**src/rtl/mbox_dual.sv**
```systemverilog
module mbox_dual #(
  parameter int DW   = 8,
  parameter int NREG = 15,
  localparam int AW  = $clog2(NREG + 1)
) (
  input  logic          clk,
  input  logic          rst_n,
  input  logic          m_wr,
  input  logic          m_rd,
  input  logic [AW-1:0] m_addr,
  input  logic [DW-1:0] m_wdata,
  output logic [DW-1:0] m_rdata,
  output logic          m_irq,
  input  logic          l_wr,
  input  logic          l_rd,
  input  logic [AW-1:0] l_addr,
  input  logic [DW-1:0] l_wdata,
  output logic [DW-1:0] l_rdata,
  output logic          l_irq
);
  localparam logic [AW-1:0] LAST_A = AW'(NREG - 1);
  localparam logic [AW-1:0] STAT_A = AW'(NREG);

  logic [NREG-1:0][DW-1:0] dreg;
  logic mown, lown, mdone, ldone, mdone_ie, ldone_ie;
  logic [DW-1:0] status;

  wire m_is_data = m_addr < STAT_A;
  wire l_is_data = l_addr < STAT_A;
  wire m_stat_wr = m_wr && m_addr == STAT_A;
  wire l_stat_wr = l_wr && l_addr == STAT_A;

  wire m_ok = m_wr && m_is_data && (m_addr == '0 || !lown);
  wire l_ok = l_wr && l_is_data && (l_addr == '0 || !mown) &&
              !(m_ok && m_addr == l_addr);

  wire m_claim = m_wr && m_addr == '0 && !lown;
  wire l_claim = l_wr && l_addr == '0 && !mown && !m_claim;
  wire m_rel   = m_rd && m_addr == '0;
  wire l_rel   = l_rd && l_addr == '0;
  wire m_end   = m_ok && m_addr == LAST_A;
  wire l_end   = l_ok && l_addr == LAST_A;

  for (genvar i = 0; i < NREG; i++) begin : g_reg
    always_ff @(posedge clk) begin
      if (!rst_n)                          dreg[i] <= '0;
      else if (m_ok && m_addr == AW'(i))   dreg[i] <= m_wdata;
      else if (l_ok && l_addr == AW'(i))   dreg[i] <= l_wdata;
    end
  end

  always_ff @(posedge clk) begin
    if (!rst_n) begin
      mown     <= 1'b0;
      lown     <= 1'b0;
      mdone    <= 1'b0;
      ldone    <= 1'b0;
      mdone_ie <= 1'b0;
      ldone_ie <= 1'b0;
    end else begin
      if (m_claim)    mown <= 1'b1;
      else if (l_rel) mown <= 1'b0;
      if (l_claim)    lown <= 1'b1;
      else if (m_rel) lown <= 1'b0;
      if (m_end)                        mdone <= 1'b1;
      else if (l_stat_wr && l_wdata[2]) mdone <= 1'b0;
      if (l_end)                        ldone <= 1'b1;
      else if (m_stat_wr && m_wdata[3]) ldone <= 1'b0;
      if (l_stat_wr) mdone_ie <= l_wdata[4];
      if (m_stat_wr) ldone_ie <= m_wdata[5];
    end
  end

  assign status  = {{(DW-6){1'b0}}, ldone_ie, mdone_ie, ldone, mdone, lown, mown};
  assign m_rdata = m_is_data ? dreg[m_addr] : status;
  assign l_rdata = l_is_data ? dreg[l_addr] : status;
  assign l_irq   = mdone && mdone_ie;
  assign m_irq   = ldone && ldone_ie;


  own_excl_chk: assert property (@(posedge clk) disable iff (!rst_n)
    !(mown && lown));


  l_block_chk: assert property (@(posedge clk) disable iff (!rst_n)
    (l_wr && l_is_data && l_addr != '0 && mown && !m_wr) |=> $stable(dreg));


  m_block_chk: assert property (@(posedge clk) disable iff (!rst_n)
    (m_wr && m_is_data && m_addr != '0 && lown && !l_wr) |=> $stable(dreg));


  m_end_chk: assert property (@(posedge clk) disable iff (!rst_n)
    (m_wr && m_addr == LAST_A && !lown) |=> mdone);


  l_irq_chk: assert property (@(posedge clk) disable iff (!rst_n)
    (m_wr && m_addr == LAST_A && !lown && mdone_ie && !l_stat_wr) |=> l_irq);


  lown_rel_chk: assert property (@(posedge clk) disable iff (!rst_n)
    (m_rd && m_addr == '0 && !(l_wr && l_addr == '0)) |=> !lown);


  collide_chk: assert property (@(posedge clk) disable iff (!rst_n)
    (m_wr && l_wr && m_addr == '0 && l_addr == '0 && !mown && !lown && !l_rd)
      |=> (mown && !lown && dreg[0] == $past(m_wdata)));
endmodule

```
**config.mk**
```make
export PLATFORM = sky130hd
export DESIGN_NAME = mbox_dual
export DESIGN_NICKNAME = d
export VERILOG_FILES = /design/src/rtl/mbox_dual.sv
export SDC_FILE = /design/constraint.sdc
export NUM_CORES = 1
export LEC_CHECK = 0
export ABC_AREA = 1
export CORE_MARGIN = 10
export CORE_UTILIZATION = 53
export CTS_CLUSTER_SIZE = 10
export DETAILED_ROUTE_END_ITERATION = 8
export HOLD_SLACK_MARGIN = 0.05
export PLACE_DENSITY = 0.72
export SLEW_MARGIN = 25
export SYNTH_ARGS = -nofsm -noshare
export SYNTH_HDL_FRONTEND = slang
export SYNTH_SLANG_ARGS = --single-unit
```
**constraint.sdc**
```tcl
create_clock -name clk -period 8.5 [get_ports clk]
set_clock_uncertainty 0.15 [all_clocks]
set_input_delay 2.125 -clock clk [delete_from_list [all_inputs] [get_ports clk]]
set_output_delay 2.125 -clock clk [all_outputs]
set_load 0.005 [all_outputs]
```
======== After elaboration in Yosys (flattened, before gate mapping) ========
Index checks and enable logic that the tools add are counted.
storage, ports and cells
  register bits after elaboration ......... 126
  output and inout bits ................... 18
  word-level logic and storage cells ...... 176
operators by class
  magnitude comparators ................... 4
  eq/ne operators ......................... 31
  mux-type cells .......................... 44
  reduce and logical (&&, ||, !) cells .... 76
operators with widths
  cell                                                                           count
  8-bit two-way mux                                                              34
  8-bit binary-select mux with 4-bit select                                      2
  4-bit == test (second input constant)                                          16
  1-bit logical AND                                                              49
  2-bit nonzero test                                                             19
  4-bit by 3-bit == test with 1-bit output (second input constant)               8
  4-bit by 2-bit == test with 1-bit output (second input constant)               4
  4-bit by 5-bit less-than comparator with 1-bit output (second input constant)  2
  4-bit by 1-bit == test with 1-bit output (second input constant)               2
  4-bit logical NOT                                                              2
  4-bit less-than comparator (second input constant)                             2
  1-bit two-way mux                                                              8
  4-bit == test                                                                  1
  1-bit logical NOT                                                              4
  1-bit logical OR                                                               2

======== Logic depth before layout (Yosys ltp) ========
  depth after elaboration ................. 9
  gate-level depth with buffers ........... 14

======== Least setup slack after synthesis ========
OpenSTA, ideal clock, no wires.
  path type ............................... input to output
  from .................................... input port m_addr[0]
  to ...................................... output port m_rdata[0]
  arrival ................................. 3.478 ns
  data required time ...................... 6.225 ns
  setup slack ............................. 2.747 ns
  stages on the path ...................... 9
  buffers on the path ..................... 3
  path through ............................ buf_4 inv_1 nand2_1 clkbuf_1 clkbuf_1 o22ai_1 o21ai_0 nand3_1 nand3b_1
on the way
  longest elaborated chain between the ends .. 3
  elaborated cells between the ends (all ways) .. 4
ends and longest elaborated chain
  element                                    RTL line  text
  start: declaration                         10        input logic [AW-1:0] m_addr,
  8-bit binary-select mux with 4-bit select  75        assign m_rdata = m_is_data ? dreg[m_addr] : status;
  8-bit two-way mux (implied by the code)    75
  8-bit two-way mux *                        75
  end: declaration                           12        output logic [DW-1:0] m_rdata,
Mark *: on every way between the ends. The rest lies on a longest branch, timed or not. The select of a mux whose other input is x is not followed.

======== Worst setup path in the final report ========
  from .................................... input port m_addr[0]
  to ...................................... output port m_rdata[3]
The elaborated chain is that of the path after synthesis.

==> run summary <==
Setup crit start kind = input pin
Ys flop type = dfxtp_1
Vias in the first global route = 8908
Pwr/cell area = 168 nW/um^2
Storage cell area = 2520 um^2
Top Ports = 48
Initial antenna violation count = 0
Main combinational cell family by area after synthesis = simple AND/OR/NAND/NOR gates
Share of layout cells above drive strength 1 = 0.0498
Hold Path Class = register to register
Hold buffer count at cts = 0
Total track usage = 0.294
Final hold vios = 0
Tot Pwr = 1.70 mW
Final setup fails = 0
Resize count post-CTS = 0
Vias per inst = 6.02
Syn nets = 1610
CTS Root Cell = clkbuf_16
Multi-input gate area = 5590 um^2
Routed WL = 36300 um
Worst-Skew Late Latency = 430 ps
Final core utilization = 0.589
Most common cell in the netlist = nand2_1
Unrepaired setup endpoints after global routing = no
GP Congestion = 0.982
Adder-cell share of the synthesized area = 0
WP data required = 6230 ps
Clock sinks = 126
DP Area = 9510 um^2
Worst Setup Slack, final = 1190 ps
Final Critical Period = 7310 ps
Xor and xnor fraction of the mapped netlist area = 0.00283
Post-Synth Simple-Gate Area = 0.401
Core area = 17200 um^2
Crit Path Class = input pin to output port
Worst VDD drop = 0.000134 V
Post-Layout Inst Area = 10100 um^2
Yosys warns = 0
Ant diodes = 0
Critical Path Fanout Max = 29
Clock Path Buffers = 2
Die area = 23200 um^2
Post-synth top area share = 0.271
Crit end category = output port
Synth top area cells = dfxtp_1 (27%), nand2_1 (17%), nand3_1 (12%)
GRT overflow = 0
Row cnt = 48
Lkg Pwr = 4.63 nW
CTS tree = done
Yosys cell types = 33
Final nets = 1564
Transition time of the tightest slew-check pin = 1150 ps
Slew headroom = 0.234
1st-iter DRT viols = 1488
Worst EP arrival = 5030 ps
Post-route ant nets = 0
Number of remaining DRC errors = 0
Starting Density = 0.540
Fin crit share = 0.860
Vias = 10700
Fill count = 1740
Clock Pin Slew Worst Setup and Hold Paths = 60 ps
Max-slew violation count = 0
Asr flop ratio synth = 0
Final Non-Filler Cells = 1772
Place WS = 1220 ps
Max frequency = 137 MHz
Status = complete, no violations
Layout area overhead = 9.09%
Num CTS Buffers = 17
Post-synth EDFFs = 0
Die Ht = 152 um
Setup_tns = 0 ps
Cells after Synth = 1580
Synth Cell Area = 9300 um^2
Syn avg cell area = 5.89 um^2
Largest net degree at the start of global routing = 63
Post-synthesis mux area share = 0
IO Port Bufs = 47
Htree depth = 4
Synthesized flop and latch total = 126
Cell taking the most area after synthesis = dfxtp_1
Post-DP HPWL = 24100 um
Global-route wire length before repair = 54200 um
Drt first pass iters = 6
Post-synthesis compound-gate area fraction = 0.196
Hold WS = 387 ps
Die span in x = 152 um
Placed instance count = 1740
Sequential area share after synthesis = 0.271
Synth top cells by count = nand2_1 (415), nand3_1 (219), inv_1 (158), nor2_1 (154), a21oi_1 (137)
MaxCap Viol Count = 0
WL/cell = 20.5 um
Postcts setup bufs = 0
[sequential cells by signal, summed over array words and instances, names as in the netlist]
register and cells:
mdone 1, mown 1, lown 1, ldone 1, mdone_ie 1, ldone_ie 1
dreg 120
[worst paths after layout]
check | from | to | slack, ps | cells after the start
worst max-delay path | m_addr[0] | m_rdata[3] | 1190 | 7
worst min-delay path | mdone$_SDFFE_PN0P_ | mdone$_SDFFE_PN0P_ | 390 | 2
worst max register to register | lown$_SDFFE_PN0P_ | dreg[75]$_SDFFE_PN0P_ | 5730 | 8
worst min register to register | mdone$_SDFFE_PN0P_ | mdone$_SDFFE_PN0P_ | 390 | 2
[layer usage]
| layer | track usage | wire, um | vias to the layer above |
|---|---|---|---|
| met5 | 0 | 0 | - |
| met4 | 0.128 | 1730 | 0 |
| met3 | 0.0629 | 3840 | 100 |
| met2 | 0.442 | 15900 | 615 |
| met1 | 0.395 | 14900 | 4827 |
| li1 | - | - | 5117 |
[power breakdown]
group,switching (mW),total [mW],internal [mW],leakage (nW)
logic,0.203,0.286,0.0831,3.31
clock network,0.307,0.793,0.486,0.299
registers,0.00934,0.624,0.614,1.02
total,0.519,1.70,1.18,4.63
[placed cells by master, fill, tap and decap left out]
master,synthesis,layout
clkdlybuf4s50_1,0,46
inv_4,1,1
o21ai_0,87,87
nand2_2,6,9
nand3_4,11,11
nand3b_1,6,6
clkbuf_16,0,17
bufinv_16,0,3
buf_4,3,9
nor2_4,5,5
clkinv_2,0,2
inv_1,158,158
clkinvlp_4,0,3
nand4_1,13,13
o211ai_1,1,1
o21ai_1,2,2
o22ai_1,97,97
nand2_1,415,412
nor3_2,1,1
clkinv_1,1,1
a22oi_1,7,7
nand2_8,1,1
dfxtp_1,126,126
a21oi_4,1,1
inv_6,0,2
o2111ai_1,1,1
nand2_4,2,2
nor2_1,154,153
nand3_1,219,219
nor2_2,4,5
clkbuf_8,0,3
xnor2_1,3,3
nor3_1,1,1
a21oi_1,137,137
clkinv_4,0,2
[worst max-delay path, cell delays in order]
cell	delay [ps]
clkdlybuf4s50_1	770
nor2_2	110
inv_1	750
o22ai_1	130
o21ai_0	410
nand4_1	210
clkdlybuf4s50_1	490
[cell families (layout without fill, tap and decap cells)]
family          after synthesis  count (layout)
simple gates                838             838
compound gates              333             333
buf+inv                     280             247
xor+xnor                      3               3
flops                       126             126
[cell type report]
cell class	count	area share
Clock inverter	12	0.0155
Multi-Input combinational cell	1174	0.551
Tap cell	225	0.0277
Sequential cell	126	0.249
Timing Repair Buffer	55	0.0520
Inverter	160	0.0594
Clock buffer	20	0.0460
Note: power is estimated with default switching activity, not from simulation.
